<file path="src/rtl/ddr_wr_pkg.sv">
package ddr_wr_pkg;

    localparam int BEATS_PER_WORD = 4;
    localparam int BURST_BEATS    = 8;

    typedef enum logic [1:0] {
        BK_IDLE  = 2'd0,
        BK_AMBLE = 2'd1,
        BK_BURST = 2'd2
    } beat_kind_e;

    // Position of a word slot relative to the first burst beat of a command
    // that is 'age' words old.
    function automatic int rel_beat(int age, int slot, int cwl);
        return BEATS_PER_WORD * age + slot - 2 * cwl;
    endfunction

    // Oldest command age whose window (up to the postamble) can still show.
    function automatic int last_age(int cwl);
        return (2 * cwl + BURST_BEATS) / BEATS_PER_WORD;
    endfunction

endpackage

</file>
<file path="src/rtl/ddr_wr_hist.sv">
module ddr_wr_hist #(
    parameter int DEPTH = 5,
    parameter int DW    = 128,
    parameter int MW    = 16
) (
    input  logic             clk,
    input  logic             rst_n,
    input  logic             in_valid,
    input  logic [DW-1:0]    in_data,
    input  logic [MW-1:0]    in_mask,
    output logic [DEPTH-1:0] h_valid,
    output logic [DW-1:0]    h_data [DEPTH],
    output logic [MW-1:0]    h_mask [DEPTH]
);

    typedef struct packed {
        logic [DEPTH-1:0]         v;
        logic [DEPTH-1:0][DW-1:0] d;
        logic [DEPTH-1:0][MW-1:0] m;
    } hist_t;

    hist_t s_d, s_q;

    always_comb begin
        s_d      = s_q;
        s_d.v[0] = in_valid;
        s_d.d[0] = in_data;
        s_d.m[0] = in_mask;
        for (int i = 1; i < DEPTH; i++) begin
            s_d.v[i] = s_q.v[i-1];
            s_d.d[i] = s_q.d[i-1];
            s_d.m[i] = s_q.m[i-1];
        end
    end

    always_ff @(posedge clk or negedge rst_n) begin
        if (!rst_n) s_q <= '0;
        else        s_q <= s_d;
    end

    assign h_valid = s_q.v;

    for (genvar g = 0; g < DEPTH; g++) begin : g_out
        assign h_data[g] = s_q.d[g];
        assign h_mask[g] = s_q.m[g];
    end

    // commands are at least two logic cycles (tCCD) apart
    a_r10_min_spacing: assert property (@(posedge clk) disable iff (!rst_n)
        in_valid |=> !in_valid);

endmodule

</file>
<file path="src/rtl/ddr_wr_beat_map.sv">
module ddr_wr_beat_map
    import ddr_wr_pkg::*;
#(
    parameter int CWL  = 6,
    parameter int AGES = 6,
    parameter int AW   = 3
) (
    input  logic             clk,
    input  logic             rst_n,
    input  logic [AGES-1:0]  age_valid,
    output beat_kind_e       kind    [BEATS_PER_WORD],
    output logic [AW-1:0]    src_age [BEATS_PER_WORD],
    output logic [2:0]       bidx    [BEATS_PER_WORD]
);

    logic [AGES-1:0] claim [BEATS_PER_WORD];

    always_comb begin
        for (int j = 0; j < BEATS_PER_WORD; j++) begin
            kind[j]    = BK_IDLE;
            src_age[j] = '0;
            bidx[j]    = '0;
            claim[j]   = '0;
            for (int a = 0; a < AGES; a++) begin
                int r;
                r = rel_beat(a, j, CWL);
                if (age_valid[a]) begin
                    if (r >= 0 && r < BURST_BEATS) begin
                        claim[j][a] = 1'b1;
                        kind[j]     = BK_BURST;
                        src_age[j]  = AW'(a);
                        bidx[j]     = 3'(r);
                    end else if ((r == -2 || r == -1 || r == BURST_BEATS) &&
                                 kind[j] != BK_BURST) begin
                        kind[j] = BK_AMBLE;
                    end
                end
            end
        end
    end

    for (genvar g = 0; g < BEATS_PER_WORD; g++) begin : g_chk
        // one command at most owns any burst beat
        a_r10_single_owner: assert property (@(posedge clk) disable iff (!rst_n)
            $onehot0(claim[g]));
    end

endmodule

</file>
<file path="src/rtl/ddr_wr_lane_pack.sv">
module ddr_wr_lane_pack
    import ddr_wr_pkg::*;
#(
    parameter int DQ_W  = 16,
    parameter int LANES = 2,
    parameter int AGES  = 6,
    parameter int AW    = 3
) (
    input  logic                            clk,
    input  logic                            rst_n,
    input  beat_kind_e                      kind    [BEATS_PER_WORD],
    input  logic [AW-1:0]                   src_age [BEATS_PER_WORD],
    input  logic [2:0]                      bidx    [BEATS_PER_WORD],
    input  logic [BURST_BEATS*DQ_W-1:0]     age_data [AGES],
    input  logic [BURST_BEATS*LANES-1:0]    age_mask [AGES],
    output logic [DQ_W*BEATS_PER_WORD-1:0]  dq_par,
    output logic [LANES*BEATS_PER_WORD-1:0] dm_par,
    output logic [LANES*BEATS_PER_WORD-1:0] dqs_par,
    output logic [LANES*BEATS_PER_WORD-1:0] dq_oe_par,
    output logic [LANES*BEATS_PER_WORD-1:0] dqs_oe_par
);

    localparam int LANE_W = DQ_W / LANES;
    localparam int LW     = LANES * BEATS_PER_WORD;

    typedef struct packed {
        logic [DQ_W*BEATS_PER_WORD-1:0] dq;
        logic [LW-1:0]                  dm;
        logic [LW-1:0]                  dqs;
        logic [LW-1:0]                  dq_oe;
        logic [LW-1:0]                  dqs_oe;
    } word_t;

    word_t s_d, s_q;

    always_comb begin
        s_d = '0;
        for (int j = 0; j < BEATS_PER_WORD; j++) begin
            case (kind[j])
                BK_BURST: begin
                    for (int n = 0; n < DQ_W; n++) begin
                        s_d.dq[n*BEATS_PER_WORD+j] =
                            age_data[src_age[j]][int'(bidx[j])*DQ_W+n];
                    end
                    for (int l = 0; l < LANES; l++) begin
                        s_d.dm[l*BEATS_PER_WORD+j] =
                            age_mask[src_age[j]][int'(bidx[j])*LANES+l];
                        s_d.dqs[l*BEATS_PER_WORD+j]    = ~bidx[j][0];
                        s_d.dq_oe[l*BEATS_PER_WORD+j]  = 1'b1;
                        s_d.dqs_oe[l*BEATS_PER_WORD+j] = 1'b1;
                    end
                end
                BK_AMBLE: begin
                    for (int l = 0; l < LANES; l++) begin
                        s_d.dq_oe[l*BEATS_PER_WORD+j]  = 1'b1;
                        s_d.dqs_oe[l*BEATS_PER_WORD+j] = 1'b1;
                    end
                end
                default: ;
            endcase
        end
    end

    always_ff @(posedge clk or negedge rst_n) begin
        if (!rst_n) s_q <= '0;
        else        s_q <= s_d;
    end

    assign dq_par     = s_q.dq;
    assign dm_par     = s_q.dm;
    assign dqs_par    = s_q.dqs;
    assign dq_oe_par  = s_q.dq_oe;
    assign dqs_oe_par = s_q.dqs_oe;

    for (genvar l = 0; l < LANES; l++) begin : g_lane
        for (genvar j = 0; j < BEATS_PER_WORD; j++) begin : g_beat
            logic [LANE_W-1:0] lane_bits;
            for (genvar n = 0; n < LANE_W; n++) begin : g_bit
                assign lane_bits[n] = dq_par[(l*LANE_W+n)*BEATS_PER_WORD+j];
            end
            // released data lines carry no data
            a_r8_dq_quiet: assert property (@(posedge clk) disable iff (!rst_n)
                !dq_oe_par[l*BEATS_PER_WORD+j] |-> (lane_bits == '0));
            // a mask bit only appears on a driven beat
            a_r4_mask_driven: assert property (@(posedge clk) disable iff (!rst_n)
                dm_par[l*BEATS_PER_WORD+j] |-> dq_oe_par[l*BEATS_PER_WORD+j]);
            // a high strobe beat is always driven
            a_r5_strobe_driven: assert property (@(posedge clk) disable iff (!rst_n)
                dqs_par[l*BEATS_PER_WORD+j] |-> dqs_oe_par[l*BEATS_PER_WORD+j]);
        end
    end

endmodule

</file>
<file path="src/rtl/ddr_wr_lane_seq.sv">
module ddr_wr_lane_seq
    import ddr_wr_pkg::*;
#(
    parameter int DQ_W  = 16,
    parameter int LANES = 2,
    parameter int CWL   = 6
) (
    input  logic                             clk,
    input  logic                             rst_n,
    input  logic                             wr_valid,
    input  logic [BURST_BEATS*DQ_W-1:0]      wr_data,
    input  logic [BURST_BEATS*LANES-1:0]     wr_mask,
    output logic [DQ_W*BEATS_PER_WORD-1:0]   dq_par,
    output logic [LANES*BEATS_PER_WORD-1:0]  dm_par,
    output logic [LANES*BEATS_PER_WORD-1:0]  dqs_par,
    output logic [LANES*BEATS_PER_WORD-1:0]  dq_oe_par,
    output logic [LANES*BEATS_PER_WORD-1:0]  dqs_oe_par
);

    localparam int MAX_AGE = last_age(CWL);
    localparam int AGES    = MAX_AGE + 1;
    localparam int AW      = (AGES > 1) ? $clog2(AGES) : 1;
    localparam int DW      = BURST_BEATS * DQ_W;
    localparam int MW      = BURST_BEATS * LANES;

    logic [MAX_AGE-1:0] h_valid;
    logic [DW-1:0]      h_data [MAX_AGE];
    logic [MW-1:0]      h_mask [MAX_AGE];

    logic [AGES-1:0]    age_valid;
    logic [DW-1:0]      age_data [AGES];
    logic [MW-1:0]      age_mask [AGES];

    beat_kind_e         kind    [BEATS_PER_WORD];
    logic [AW-1:0]      src_age [BEATS_PER_WORD];
    logic [2:0]         bidx    [BEATS_PER_WORD];

    ddr_wr_hist #(.DEPTH(MAX_AGE), .DW(DW), .MW(MW)) u_hist (
        .clk      (clk),
        .rst_n    (rst_n),
        .in_valid (wr_valid),
        .in_data  (wr_data),
        .in_mask  (wr_mask),
        .h_valid  (h_valid),
        .h_data   (h_data),
        .h_mask   (h_mask)
    );

    assign age_valid   = {h_valid, wr_valid};
    assign age_data[0] = wr_data;
    assign age_mask[0] = wr_mask;
    for (genvar a = 1; a < AGES; a++) begin : g_age
        assign age_data[a] = h_data[a-1];
        assign age_mask[a] = h_mask[a-1];
    end

    ddr_wr_beat_map #(.CWL(CWL), .AGES(AGES), .AW(AW)) u_map (
        .clk       (clk),
        .rst_n     (rst_n),
        .age_valid (age_valid),
        .kind      (kind),
        .src_age   (src_age),
        .bidx      (bidx)
    );

    ddr_wr_lane_pack #(.DQ_W(DQ_W), .LANES(LANES), .AGES(AGES), .AW(AW)) u_pack (
        .clk        (clk),
        .rst_n      (rst_n),
        .kind       (kind),
        .src_age    (src_age),
        .bidx       (bidx),
        .age_data   (age_data),
        .age_mask   (age_mask),
        .dq_par     (dq_par),
        .dm_par     (dm_par),
        .dqs_par    (dqs_par),
        .dq_oe_par  (dq_oe_par),
        .dqs_oe_par (dqs_oe_par)
    );

    for (genvar l = 0; l < LANES; l++) begin : g_strobe_chk
        localparam int B = l * BEATS_PER_WORD;
        // the first driven strobe beat after a released beat is low
        a_r6_first_low_xword: assert property (@(posedge clk) disable iff (!rst_n)
            (dqs_oe_par[B] && !$past(dqs_oe_par[B+3])) |-> !dqs_par[B]);
        // a high strobe beat is never the last driven beat
        a_r7_high_then_driven: assert property (@(posedge clk) disable iff (!rst_n)
            (dqs_oe_par[B+3] && dqs_par[B+3]) |=> dqs_oe_par[B]);
        for (genvar j = 1; j < BEATS_PER_WORD; j++) begin : g_in_word
            // window opening inside a word starts low
            a_r6_first_low: assert property (@(posedge clk) disable iff (!rst_n)
                (dqs_oe_par[B+j] && !dqs_oe_par[B+j-1]) |-> !dqs_par[B+j]);
            // window closing inside a word ends low
            a_r7_last_low: assert property (@(posedge clk) disable iff (!rst_n)
                (dqs_oe_par[B+j-1] && !dqs_oe_par[B+j]) |-> !dqs_par[B+j-1]);
        end
    end

endmodule

</file>
<file path="config.mk">
export PLATFORM = sky130hd
export DESIGN_NAME = ddr_wr_lane_seq
export DESIGN_NICKNAME = d
export VERILOG_FILES = /design/src/rtl/ddr_wr_pkg.sv /design/src/rtl/ddr_wr_hist.sv /design/src/rtl/ddr_wr_beat_map.sv /design/src/rtl/ddr_wr_lane_pack.sv /design/src/rtl/ddr_wr_lane_seq.sv
export SDC_FILE = /design/constraint.sdc
export NUM_CORES = 1
export LEC_CHECK = 0
export BUFFER_PORTS_ARGS = -buffer_cell sky130_fd_sc_hd__buf_2
export CORE_MARGIN = 2
export CORE_UTILIZATION = 49
export DETAILED_ROUTE_END_ITERATION = 7
export PLACE_DENSITY = 0.73
export SETUP_SLACK_MARGIN = 0.5
export SYNTH_ARGS = -nofsm -noshare
export SYNTH_HDL_FRONTEND = slang
export SYNTH_SLANG_ARGS = --single-unit
</file>
<file path="constraint.sdc">
create_clock -name clk -period 0.97 [get_ports clk]
set_input_delay 0.0485 -clock clk [delete_from_list [all_inputs] [get_ports clk]]
set_output_delay 0.0485 -clock clk [all_outputs]
set_load 0.005 [all_outputs]
</file>
# [Word-level counts from Yosys, hierarchy flattened]
# Cells that the tools add are included.
[word_totals] out_inout_bits=96 elab_cells=475 ff_bits=812
[classes] bitwise=5 reduce_logical=3 muxes=308 n_eq_ne=7 order_cmp=73 add_sub_neg=64
[op_table] operator="less-than comparator 32 x 9 -> 1 bit (second input constant)" count=60
[op_table] operator="binary-select mux 1 bit (select 7 bit)" count=60
[op_table] operator="binary-select mux 128 bit (select 3 bit)" count=1
[op_table] operator="adder 7 x 4 -> 8 bit (second input constant)" count=32
[op_table] operator="two-way mux 128 bit" count=2
[op_table] operator="two-way mux 1 bit" count=217
[op_table] operator="adder 7 x 3 -> 8 bit (second input constant)" count=16
[op_table] operator="less-than comparator 32 x 6 -> 1 bit (second input constant)" count=4
[op_table] operator="adder 7 x 2 -> 8 bit (second input constant)" count=8
[op_table] operator="binary-select mux 16 bit (select 3 bit)" count=1
[op_table] operator="adder 7 x 1 -> 8 bit (second input constant)" count=4
[op_table] operator="less-than comparator 7 x 8 -> 1 bit (second input constant)" count=4
[op_table] operator="two-way mux 16 bit" count=2
[op_table] operator="binary-select mux 1 bit (select 3 bit)" count=8
[op_table] operator="adder 4 x 1 -> 5 bit (second input constant)" count=4
[op_table] operator="less-than comparator 4 x 5 -> 1 bit (second input constant)" count=4
[op_table] operator="binary-select mux 1 bit (select 4 bit)" count=4
[op_table] operator="two-way mux 2 bit" count=8
[op_table] operator="two-way mux 3 bit" count=5
[op_table] operator="== test 2 x 1 -> 1 bit (second input constant)" count=3
[op_table] operator="== test 2 bit (second input constant)" count=3
[op_table] operator="OR reduction 2 bit" count=3
[op_table] operator="greater-or-equal comparator 4 bit (second input constant)" count=1
[op_table] operator="inverter 1 bit" count=4
[op_table] operator="other kinds (2)" count=2

# [Logic depth before layout (Yosys ltp)]
# Gate-level depths: netlist (run 1).
[depth] ltp_word=10 depth_mapped=4 ltp_nobuf=2

# [By module]
# Synthesis (run 1) repeated with hierarchy kept, for this count alone.
[hier_totals] cells_unflattened=3343 hier_area_um2=49428.7
[modules_own_cells] mod="ddr_wr_lane_pack" seq_area_each_um2=2001.9 instances=1 area_per_inst_um2=31042.3 cells_per_inst=2585
[modules_own_cells] mod="ddr_wr_hist" seq_area_each_um2=18142.4 instances=1 area_per_inst_um2=18142.4 cells_per_inst=725
[modules_own_cells] mod="ddr_wr_beat_map" seq_area_each_um2=0.0 instances=1 area_per_inst_um2=244.0 cells_per_inst=33

# [Worst setup path before layout (run 1)]
# Ideal clock, no wire load.
[synth_path] path_type="flip-flop to flip-flop" from="register u_hist.s_q (netlist bit u_hist.h_valid[3])" to="register u_pack.s_q (netlist bit u_pack.dq_oe_par[3])" stages_incl_launch_ff=3 t_required_ps=839 t_arrival_ps=869 slack_ps=-31 n_path_buf=1 cell_sequence="dfrtp_1 buf_2 or3_1"
[synth_lines] element="start, declared" line_no="ddr_wr_hist.sv:22" rtl="hist_t s_d, s_q;"
[synth_lines] element="start signal, assigned" line_no="ddr_wr_hist.sv:37" rtl="if (!rst_n) s_q <= '0;"
[synth_lines] element="start signal, assigned" line_no="ddr_wr_hist.sv:38" rtl="else s_q <= s_d;"
[synth_lines] element="end signal, assigned" line_no="ddr_wr_lane_pack.sv:65" rtl="if (!rst_n) s_q <= '0;"
[synth_lines] element="end signal, assigned" line_no="ddr_wr_lane_pack.sv:66" rtl="else s_q <= s_d;"
[synth_lines] element="end, declared" line_no="ddr_wr_lane_pack.sv:34" rtl="word_t s_d, s_q;"

==> key figures, run 1 <==
Timing
  • RSZ-0062 raised after global routing: yes
  • Hold Vio Cnt, Final: 585
  • FMAX: 813 MHz
  • Max-slew violations: 0
  • Final period utilization: 127%
  • Final WS setup: -260 ps
  • Fin Hold WS: -670 ps
  • Period minus WS final: 1230 ps
  • # setup viols final: 171
  • Clock skew: 14.5 ps

Layout
  • Fin area: 22900 um^2
  • Final Core Density: 72.2%
  • Layout area overhead: 44.5%
  • Final Net Count: about 1500
  • Ratio of cells with drive above 1 in the final layout: 41.9%

Clock tree
  • H-tree Lvls: 2
  • CTS tree: yes
  • TritonCTS buffer count: 53
  • Max clock buf depth: 3
  • Worst-Skew Late Latency: 570 ps
  • Root buffer cell: clkbuf_16
  • CTS Hold Bufs: ~150
  • Clock sink count: between 500 and 600
  • Clock transition at the registers of the reported paths: approximately 70 ps

GRT
  • Largest net degree at the start of global routing: 66
  • Vias in the first global route: 9864
  • GRT Overall Usage: 22.8%
  • Initial antenna violation count: 3
  • Global-route wire length before repair: 56.5 mm
  • Total grt overflow: 0

Drt
  • Starting DRT DRC Count: roughly 440
  • DR vias/cell: 4.70
  • DR vias: 8347
  • Drt total wl: 37.0 mm
  • WL/cell: 20.8 um
  • Post-route ant nets: 0
  • Post-route DRC violation count: 0
  • Drt first pass iters: 4

Place
  • Port bufs: 242
  • Placement Setup Slack: -117 ps
  • Final GP Congestion: 0.777
  • HPWL after DPL: 16.0 mm
  • Placed Area: around 18000 um^2

Worst setup path
  • CP Class: reg2reg
  • Flop-to-flop setup slack: -260 ps
  • Reg2Reg Launch Point: u_hist.h_valid[3]$_DFF_PN0_
  • Endpoint type of the worst setup path: flop
  • Startpoint Class: flop
  • R2r endpoint: u_pack.dq_par[35]$_DFF_PN0_
  • CP Max Fanout: 9
  • CP arrival: 1680 ps
  • R2R cell count: 5
  • Critical Path RT: 1420 ps

Synth
  • Cell area after synthesis: 15800 um^2
  • Cells after synthesis: 849
  • Synthesized area per cell: 18.7 um^2
  • Post-Syn Nets: 996
  • YS warnings: 0
  • Register area share after synthesis: between 90% and 100%
  • Post-synth cell types: 10
  • Yosys reg bits: 585

Power
  • Total power: a little over 50 mW
  • Worst vdd ir: between 2000 and 2500 uV
  • PD cells: around 2200 nW/um^2
  • Pleak: 10.9 nW

Worst hold path
  • Hold WC Path Type: in2async

Status
  • Failing checks: hold timing, setup timing
  • Outcome: complete, but fails checks

Die
  • Die Ht: 184 um
  • Rows: 65
  • Die area: 33800 um^2
  • Die X: 184 um
  • Placeable Area: 31700 um^2
  • Starting density of the core: roughly half
  • I/O pin total: 243

Flow run
  • Number of max-cap violations: 0
[state kept, by name, summed over array words and instances (netlist names)]
name / count
u_hist.h_data: 448
u_pack.dq_par: 64
u_hist.h_mask: 56
u_pack.dm_par: 8
u_hist.h_valid: 5
u_pack.dq_oe_par: 2
u_pack.dqs_par: 2
[Yosys cell counts, drive strengths merged]
library cell  number  area, um^2
or3                2        12.5
or2                1        6.26
clkbuf             1        3.75
conb               1        3.75
nand2            144         541
o21ai             72         360
buf               43         280
dfrtp            585       14600
[final cells by class]
| cell class | instances | area (um^2) |
|---|---|---|
| Fill cell | 1759 | 8810 |
| Clock buffer | 75 | 1510 |
| Timing Repair Buffer | 470 | 4280 |
| Clock inverter | 21 | 241 |
| Tap cell | 402 | 503 |
| Antenna cell | 3 | 7.51 |
| Multi-Input combinational cell | 220 | 1720 |
| Sequential cell | 585 | 14600 |
[worst max-delay path, stage by stage (launching register included)]
cell     delay, ps
dfrtp_4        530
buf_12         190
buf_6          140
buf_16         140
nand2_2         60
o21ai_2         50
[layout by cell type (no fill, tap or decap), drive strengths merged]
cell / n
clkbuf: 76
diode: 3
nand2: 144
buf: 323
conb: 1
clkinvlp: 4
bufinv: 4
clkinv: 12
or2: 1
o21ai: 72
or3: 2
bufbuf: 1
dfrtp: 585
dlygate4sd3: 145
inv: 1
[kinds of logic (layout without fill, tap and decap cells)]
| logic type | count (synthesis) | after routing | synth area share, % |
|---|---|---|---|
| buffers and inverters | 44 | 566 | 1.79 |
| other | 1 | 4 | 0.0237 |
| flip-flops | 585 | 585 | 92.4 |
| AND/OR/NAND/NOR | 147 | 147 | 3.53 |
| AO/OA/AOI/OAI | 72 | 72 | 2.27 |
[timing repair]
item                                    4_1_cts  5_1_grt
setup buffers                                14        2
pin swaps                                    36       19
gates resized for setup                     202      109
endpoints found under the setup margin      412      509
gates cloned                                 25        1
hold endpoints to repair                    730      585
[how the worst max path moves through the flow]
stage,start,end,slack [ps],depth (start not counted)
2_1_floorplan,u_hist.h_valid[2]$_DFF_PN0_,u_pack.dq_oe_par[3]$_DFF_PN0_,-2,2
3_3_place_gp,u_hist.h_valid[3]$_DFF_PN0_,u_pack.dm_par[0]$_DFF_PN0_,-100,3
3_5_place_dp,u_hist.h_valid[2]$_DFF_PN0_,u_pack.dq_par[36]$_DFF_PN0_,-120,3
4_1_cts,u_pack.dm_par[4]$_DFF_PN0_,dm_par[4],-270,1
5_1_grt,u_hist.h_valid[3]$_DFF_PN0_,u_pack.dq_par[35]$_DFF_PN0_,-290,5
6_report,u_hist.h_valid[3]$_DFF_PN0_,u_pack.dq_par[35]$_DFF_PN0_,-260,5
[routing by layer]
layer / vias up / share of wire, % / GRT usage, %
li1: 3632 / - / -
met1: 4361 / 38 / 28.1
met2: 271 / 55 / 40.0
met3: 83 / 4.0 / 4.04
met4: 0 / 3.6 / 9.38
met5: - / 0 / 0
[through the flow]
step / TNS, ps / std cells
CTS: -29200 / 1770
detailed placement: -5310 / 1490
floorplan: -3.43 / 849
finish: -27820 / 1776
global placement: -3810 / 1490
global route: -34410 / 1776
[power breakdown]
part / switching, mW / internal, mW
registers: 0.572 / 25.7
clock network: 8.91 / 11.9
logic: 1.54 / 1.67
total: 11.0 / 39.3
No activity file was read; power rests on OpenSTA's default activity.
==> run 2, diff against run 1 <==
- CORE_ASPECT_RATIO: not set -> 1.5
- RECOVER_POWER: not set -> 100
==> run 2 against run 1 <==
  * The flow finishes with violations (hold timing, capacitance limit, slew limit, setup timing)
  * Largest cell class unchanged
  * Global-route usage fell by 1.0 points
  * Combinational power fell by 3%
  * Maximum frequency fell by 0.78%
  * Count of clock-buffer cells in the layout fell by 1
  * Worst setup slack got worse by 9.7 ps
  * Sequential power barely moved
  * Final area fell by 2.0%
  * Critical path type unchanged
  * Wire length fell by 3.2%
  * Highest routed layer is now met5
  * Non-clock buffer count fell by 6
==> key figures, run 2 (synthesized netlist as in run 1, its figures left out) <==
Die
  • Placeable Area: ~32000 um^2
  • Starting density of the core: about 50%
  • I/O pin total: 243
  • Die Ht: 224 um
  • Rows: 80
  • Die X: 151 um
  • Die area: 33800 um^2

GRT
  • Largest net degree at the start of global routing: 51
  • Met1 Usage GRT: about 24%
  • Vias in the first global route: 9445
  • Initial antenna violation count: 6
  • Global-route wire length before repair: 53.5 mm
  • GRT Overall Usage: approximately 22%
  • Met3 Use GR: 4.30%
  • Grt peak-use layer: met2
  • Grt met2 use: 39.6%
  • Total grt overflow: 0

Timing
  • # setup viols final: roughly 170
  • Hold Vio Cnt, Final: 13
  • Fin Hold WS: -153 ps
  • Worst Max-Slew Pin Slew: 1510 ps
  • Setup total negative slack: -27900 ps
  • FMAX: 807 MHz
  • Slew HR: -0.703%
  • Max-slew violations: 21
  • Clock skew: 12.1 ps
  • Final WS setup: -269 ps
  • RSZ-0062 raised after global routing: yes
  • Final period utilization: 128%
  • Period minus WS final: 1240 ps

Worst setup path
  • Max stage delay cell, worst path: dfrtp_4
  • CP Max Fanout: 6
  • Startpoint Class: flop
  • CP arrival: between 1500 and 2000 ps
  • CP Class: reg2reg
  • Max incr delay on CP: 520 ps
  • Endpoint type of the worst setup path: flop
  • Flop-to-flop setup slack: -270 ps
  • Critical Path RT: 1410 ps
  • CP bufs+invs: 4
  • Reg2Reg Launch Point: u_hist.h_valid[3]$_DFF_PN0_
  • R2R cell count: 6
  • Stages on worst setup path: 6
  • Crit path max-delay family: flip-flops
  • Crit-path cells: buf_12 -> buf_12 -> buf_12 -> buf_16 -> nand2_2 -> o21ai_1
  • Worst Setup SP: u_hist.h_valid[3]$_DFF_PN0_
  • Most frequent CP cell: buf_12

Status
  • Failing checks: hold timing, capacitance limit, slew limit, setup timing
  • Outcome: complete, but fails checks

Layout
  • Most frequent cells in the layout: dfrtp_1 (582), buf_2 (194), dlygate4sd3_1 (145)
  • Max reg flops: around 450
  • Register area: ~15000 um^2
  • Fin area: 22400 um^2
  • Final Net Count: 1466
  • # fillers: 1886
  • Layout area overhead: 41.6%
  • Commonest non-fill, non-tap cell in the layout: dfrtp_1
  • Ratio of cells with drive above 1 in the final layout: between 30% and 40%
  • Multi-input gate area: 1500 um^2

Clock tree
  • Root buffer cell: clkbuf_16
  • Clock transition at the registers of the reported paths: approximately 70 ps
  • TritonCTS buffer count: 48
  • Clock sink count: just under 600
  • Max clock buf depth: 3
  • Worst-Skew Late Latency: between 500 and 600 ps
  • CTS tree: yes
  • H-tree Lvls: 2
  • CTS Hold Bufs: 145

Drt
  • Post-route ant nets: 0
  • DR vias: 8243
  • Post-route DRC violation count: 0
  • Starting DRT DRC Count: 424
  • Drt total wl: 35.8 mm
  • Drt first pass iters: 6
  • WL/cell: 20.3 um
  • DR vias/cell: roughly 4.7

Power
  • Worst vdd ir: 1930 uV
  • Total power: 48.4 mW
  • PD cells: 2160 nW/um^2
  • Pleak: 10.6 nW

Place
  • Final GP Congestion: 0.784
  • HPWL after DPL: 16.8 mm
  • Placed Area: 17900 um^2
  • Port bufs: approximately 240

Flow run
  • Number of max-cap violations: 1

Worst hold path
  • Hold WC Path Type: in2async
[run 2: changes by cell type in the layout (fill, tap and decap cells not counted), sizes merged]
| cell | previous run | this run |
|---|---|---|
| clkinv | 12 | 6 |
| clkinvlp | 4 | 0 |
| clkbuf | 76 | 100 |
| bufbuf | 1 | 0 |
| buf | 323 | 293 |
| bufinv | 4 | 2 |
[run 2: area by class of cell]
cell class / instances / area share [%]
antenna: 3 / 0.0335
clock buffer: 74 / 6.46
clock inverter: 9 / 0.441
multi-input combinational: 220 / 6.70
sequential: 585 / 65.3
tap: 410 / 2.29
timing repair buffer: 464 / 18.8
[run 2: timing repair]
action                                  CTS  global route
pin swaps                                24             5
endpoints found under the setup margin  414           502
resized for setup                       175            80
buffers inserted                         17             0
endpoints found under the hold margin   730           585
gates cloned                             18             4
[run 2: report_power, final]
part	leakage, nW	switching, mW	total [mW]	internal, mW
Combinational	2.96	1.48	3.10	1.62
Sequential	6.87	0.532	26.2	25.7
Clock	0.768	8.31	19.1	10.8
Total	10.6	10.3	48.4	38.1
[run 2: metal layers]
layer | vias up | routed length (um)
li1 | 3593 | -
met1 | 4300 | 11800
met2 | 255 | 20700
met3 | 89 | 1650
met4 | 6 | 1570
met5 | - | 35
[run 2: final timing paths]
check,endpoint
worst max-delay path,u_pack.dq_par[20]$_DFF_PN0_
worst min-delay path,u_hist.h_data[336]$_DFF_PN0_
worst max register to register,u_pack.dq_par[20]$_DFF_PN0_
worst min register to register,u_hist.h_data[461]$_DFF_PN0_
max in group asynchronous,u_pack.dq_oe_par[3]$_DFF_PN0_
min in group clk,u_hist.h_data[587]$_DFF_PN0_
[run 2: worst reg2reg max path, stage by stage (launching register included)]
cell,delay (ps)
dfrtp_4,520
buf_12,170
buf_12,120
buf_12,110
buf_16,120
nand2_2,40
o21ai_1,50
[run 2: stage by stage]
step | utilization [%] | cells | worst slack, ps
final | 70.5 | 1765 | -269
after global routing | 70.5 | 1764 | -292
after CTS | 69.3 | 1758 | -287
after detailed placement | 56.1 | 1495 | -96.4
after global placement | 56.1 | 1495 | -74.7
after floorplan | - | 849 | -2.06
==> run 3, diff against run 2 <==
- ABC_AREA: not set -> 1
- CAP_MARGIN: not set -> 25
==> run 3 against run 2 <==
  * Count of clock-buffer cells in the layout decreased by 4
  * Hold slack got worse by 340 ps
  * Final cell count increased by 0.96%
  * Register-to-register slack improved by 30 ps
  * The run ends with hold timing, setup timing left
  * Sequential share of layout area decreased by 0.057 points
  * First-iteration DRC count decreased by 16%
  * Via count increased by 0.41%
  * Critical endpoint is now u_pack.dq_par[61]$_DFF_PN0_
  * Sequential cell count unchanged
  * Largest cell class unchanged
  * Utilization decreased by 1.0 points
  * Sequential power about the same
  * Total power increased by 3.5%
==> key figures, run 3 <==
Drt
  • WL/cell: 19.8 um
  • DR vias: between 8000 and 9000
  • Post-route ant nets: 0
  • Drt total wl: 35.2 mm
  • Starting DRT DRC Count: 358
  • DR vias/cell: around 4.6
  • Drt first pass iters: 4
  • Post-route DRC violation count: 0

Timing
  • Final WS setup: -244 ps
  • Worst Max-Slew Pin Slew: 719 ps
  • Clock skew: 18.6 ps
  • Final period utilization: 125%
  • Hold Vio Cnt, Final: 17
  • # setup viols final: about 170
  • Max-slew violations: 0
  • Fin Hold WS: -490 ps
  • RSZ-0062 raised after global routing: yes
  • Slew HR: a little over half
  • Setup total negative slack: -28640 ps
  • Period minus WS final: 1210 ps
  • FMAX: 823 MHz

Worst setup path
  • Crit-path cells: buf_6 -> inv_8 -> buf_12 -> buf_8 -> buf_16 -> nand3_2 -> nand2_1
  • Startpoint Class: flop
  • Reg2Reg Launch Point: u_hist.h_valid[3]$_DFF_PN0_
  • CP bufs+invs: 5
  • Critical Path RT: 1470 ps
  • Endpoint type of the worst setup path: flop
  • CP arrival: 1710 ps
  • Max incr delay on CP: between 400 and 500 ps
  • Flop-to-flop setup slack: -240 ps
  • R2R cell count: 7
  • Crit path max-delay family: buffers and inverters
  • CP Class: reg2reg
  • Max stage delay cell, worst path: dfrtp_2
  • CP Max Fanout: 5
  • R2r endpoint: u_pack.dq_par[61]$_DFF_PN0_

Power
  • Pleak: 10.7 nW
  • PD cells: 2230 nW/um^2
  • Worst vdd ir: around 1800 uV

Layout
  • Layout area overhead: 40.6%
  • Count of non-filler cells in the finished layout: 1782
  • Commonest non-fill, non-tap cell in the layout: dfrtp_1
  • Multi-input gate area: 1640 um^2
  • # fillers: 1974
  • Ratio of cells with drive above 1 in the final layout: between 30% and 40%
  • Register area: around 15000 um^2
  • Max reg flops: 448
  • Final Net Count: roughly 1500
  • Most frequent cells in the layout: dfrtp_1 (581), buf_2 (206), dlygate4sd3_1 (145)

Flow run
  • Number of max-cap violations: 0

Synth
  • Top FF cell, synth: dfrtp_1
  • YS warnings: 0
  • Post-Syn Nets: approximately 1000
  • Cells after synthesis: 852
  • Cell area after synthesis: between 15000 and 20000 um^2
  • Synth cell count leaders: dfrtp_1 (585), nand2_1 (146), nand3_1 (72)
  • Synthesized area per cell: 18.8 um^2
  • Yosys reg bits: 585
  • Area contributors post-synth: dfrtp_1 (92%), nand2_1 (3.4%), nand3_1 (2.3%)
  • Register area share after synthesis: between 90 and 100%
  • Most numerous cell in the Yosys netlist: dfrtp_1
  • EDFF count, synth: 0
  • Share of the synthesized area in the top cell type: 91.6%
  • Post-synth cell types: 9
  • Post-synth top area cell: dfrtp_1
  • Ys async rst share: between 90% and 100%

GRT
  • Vias in the first global route: 9543
  • Largest net degree at the start of global routing: 74
  • Initial antenna violation count: 2
  • GRT Overall Usage: between 20% and 30%
  • Total grt overflow: 0
  • Global-route wire length before repair: 54.1 mm

Clock tree
  • Root buffer cell: clkbuf_16
  • Clock transition at the registers of the reported paths: about 70 ps
  • Max clock buf depth: 3
  • Clock sink count: 585
  • CTS tree: yes
  • CTS Hold Bufs: 145
  • H-tree Lvls: 2
  • Worst-Skew Late Latency: 560 ps
  • TritonCTS buffer count: 50

Status
  • Outcome: complete, but fails checks
  • Failing checks: hold timing, setup timing

Die
  • Starting density of the core: 49.4%
  • Placeable Area: 32300 um^2
  • Die Ht: 225 um
  • Rows: 81
  • I/O pin total: around 240
  • Die X: 151 um
  • Die area: 34100 um^2

Place
  • Final GP Congestion: approximately 0.8
  • HPWL after DPL: 16.6 mm
  • Port bufs: 242
  • Cells after DPL: 1505

Worst hold path
  • Hold WC Path Type: in2async
==> run 3: changes by cell type after synthesis, sizes merged <==
cell    delta
clkbuf     -1
inv        +4
nand2      +2
o21ai     -72
or2        -1
or3        -2
nand3     +72
nor2       +1
==> run 3: layer usage <==
layer  part of all wire (%)  track usage (%)  vias to the layer above  routed length (um)
met5                  0.020                0                        -                   7
met3                    4.4             3.85                       89                1560
met1                     35             25.1                     4315               12200
li1                       -                -                     3606                   -
met4                    3.9             9.71                        2                1380
met2                     57             39.5                      265               20100
==> run 3: kinds of logic (layout without fill, tap and decap cells) <==
logic type,Yosys count,after routing,share of synthesized area (%)
DFF,585,585,91.6
and+or+nand+nor,219,219,5.71
buffers and inverters,47,561,2.63
other,1,2,0.0235
==> run 3: report_power, final <==
| part | switching, mW | internal, mW |
|---|---|---|
| logic | 1.46 | 1.44 |
| clock network | 8.63 | 12.4 |
| registers | 0.523 | 25.7 |
| total | 10.6 | 39.5 |
==> run 3: final cells by class <==
cell class | count | share of cell area, %
Antenna cell | 1 | 0.0111
Inverter | 4 | 0.100
Clock inverter | 22 | 1.40
Timing Repair Buffer | 465 | 17.2
Multi-Input combinational cell | 220 | 7.30
Tap cell | 415 | 2.31
Sequential cell | 585 | 65.2
Clock buffer | 70 | 6.46
==> run 3: worst max-delay path by stage <==
stage                                        from                     endpoint  slack [ps]  cells past startpoint
detailed placement    u_hist.h_valid[3]$_DFF_PN0_  u_pack.dq_par[15]$_DFF_PN0_         -60                      4
floorplan             u_hist.h_valid[3]$_DFF_PN0_   u_pack.dm_par[1]$_DFF_PN0_         100                      4
global route          u_hist.h_valid[3]$_DFF_PN0_  u_pack.dq_par[61]$_DFF_PN0_        -300                      7
CTS                 u_pack.dq_oe_par[3]$_DFF_PN0_                dqs_oe_par[2]        -250                      1
global placement      u_hist.h_valid[3]$_DFF_PN0_  u_pack.dq_par[18]$_DFF_PN0_         -50                      4
finish                u_hist.h_valid[3]$_DFF_PN0_  u_pack.dq_par[61]$_DFF_PN0_        -240                      7
==> run 3: metrics by stage <==
step | util, % | worst slack (ps) | area (um^2) | power [mW]
2_1_floorplan | - | 102 | 16000 | 26.9
3_3_place_gp | 55.2 | -47.4 | 17900 | 28.2
3_5_place_dp | 55.2 | -61.8 | 17900 | 28.3
4_1_cts | 69.0 | -255 | 22300 | 50.4
5_1_grt | 69.5 | -296 | 22500 | 52.0
6_report | 69.5 | -244 | 22500 | 50.1
==> run 3: repair_timing <==
item                                    in CTS  in global routing
setup buffers                               19                  2
pin swaps                                   45                 35
gates cloned                                18                  0
gates resized for setup                    168                 81
endpoints found under the setup margin     398                504
hold endpoints to repair                   730                585
==> run 3: worst register-to-register path: stages, from the launching register on <==
cell and delay [ps]:
dfrtp_2 440, buf_6 140, inv_8 70, buf_12 140, buf_8 110, buf_16 120
nand3_2 60, nand2_1 90
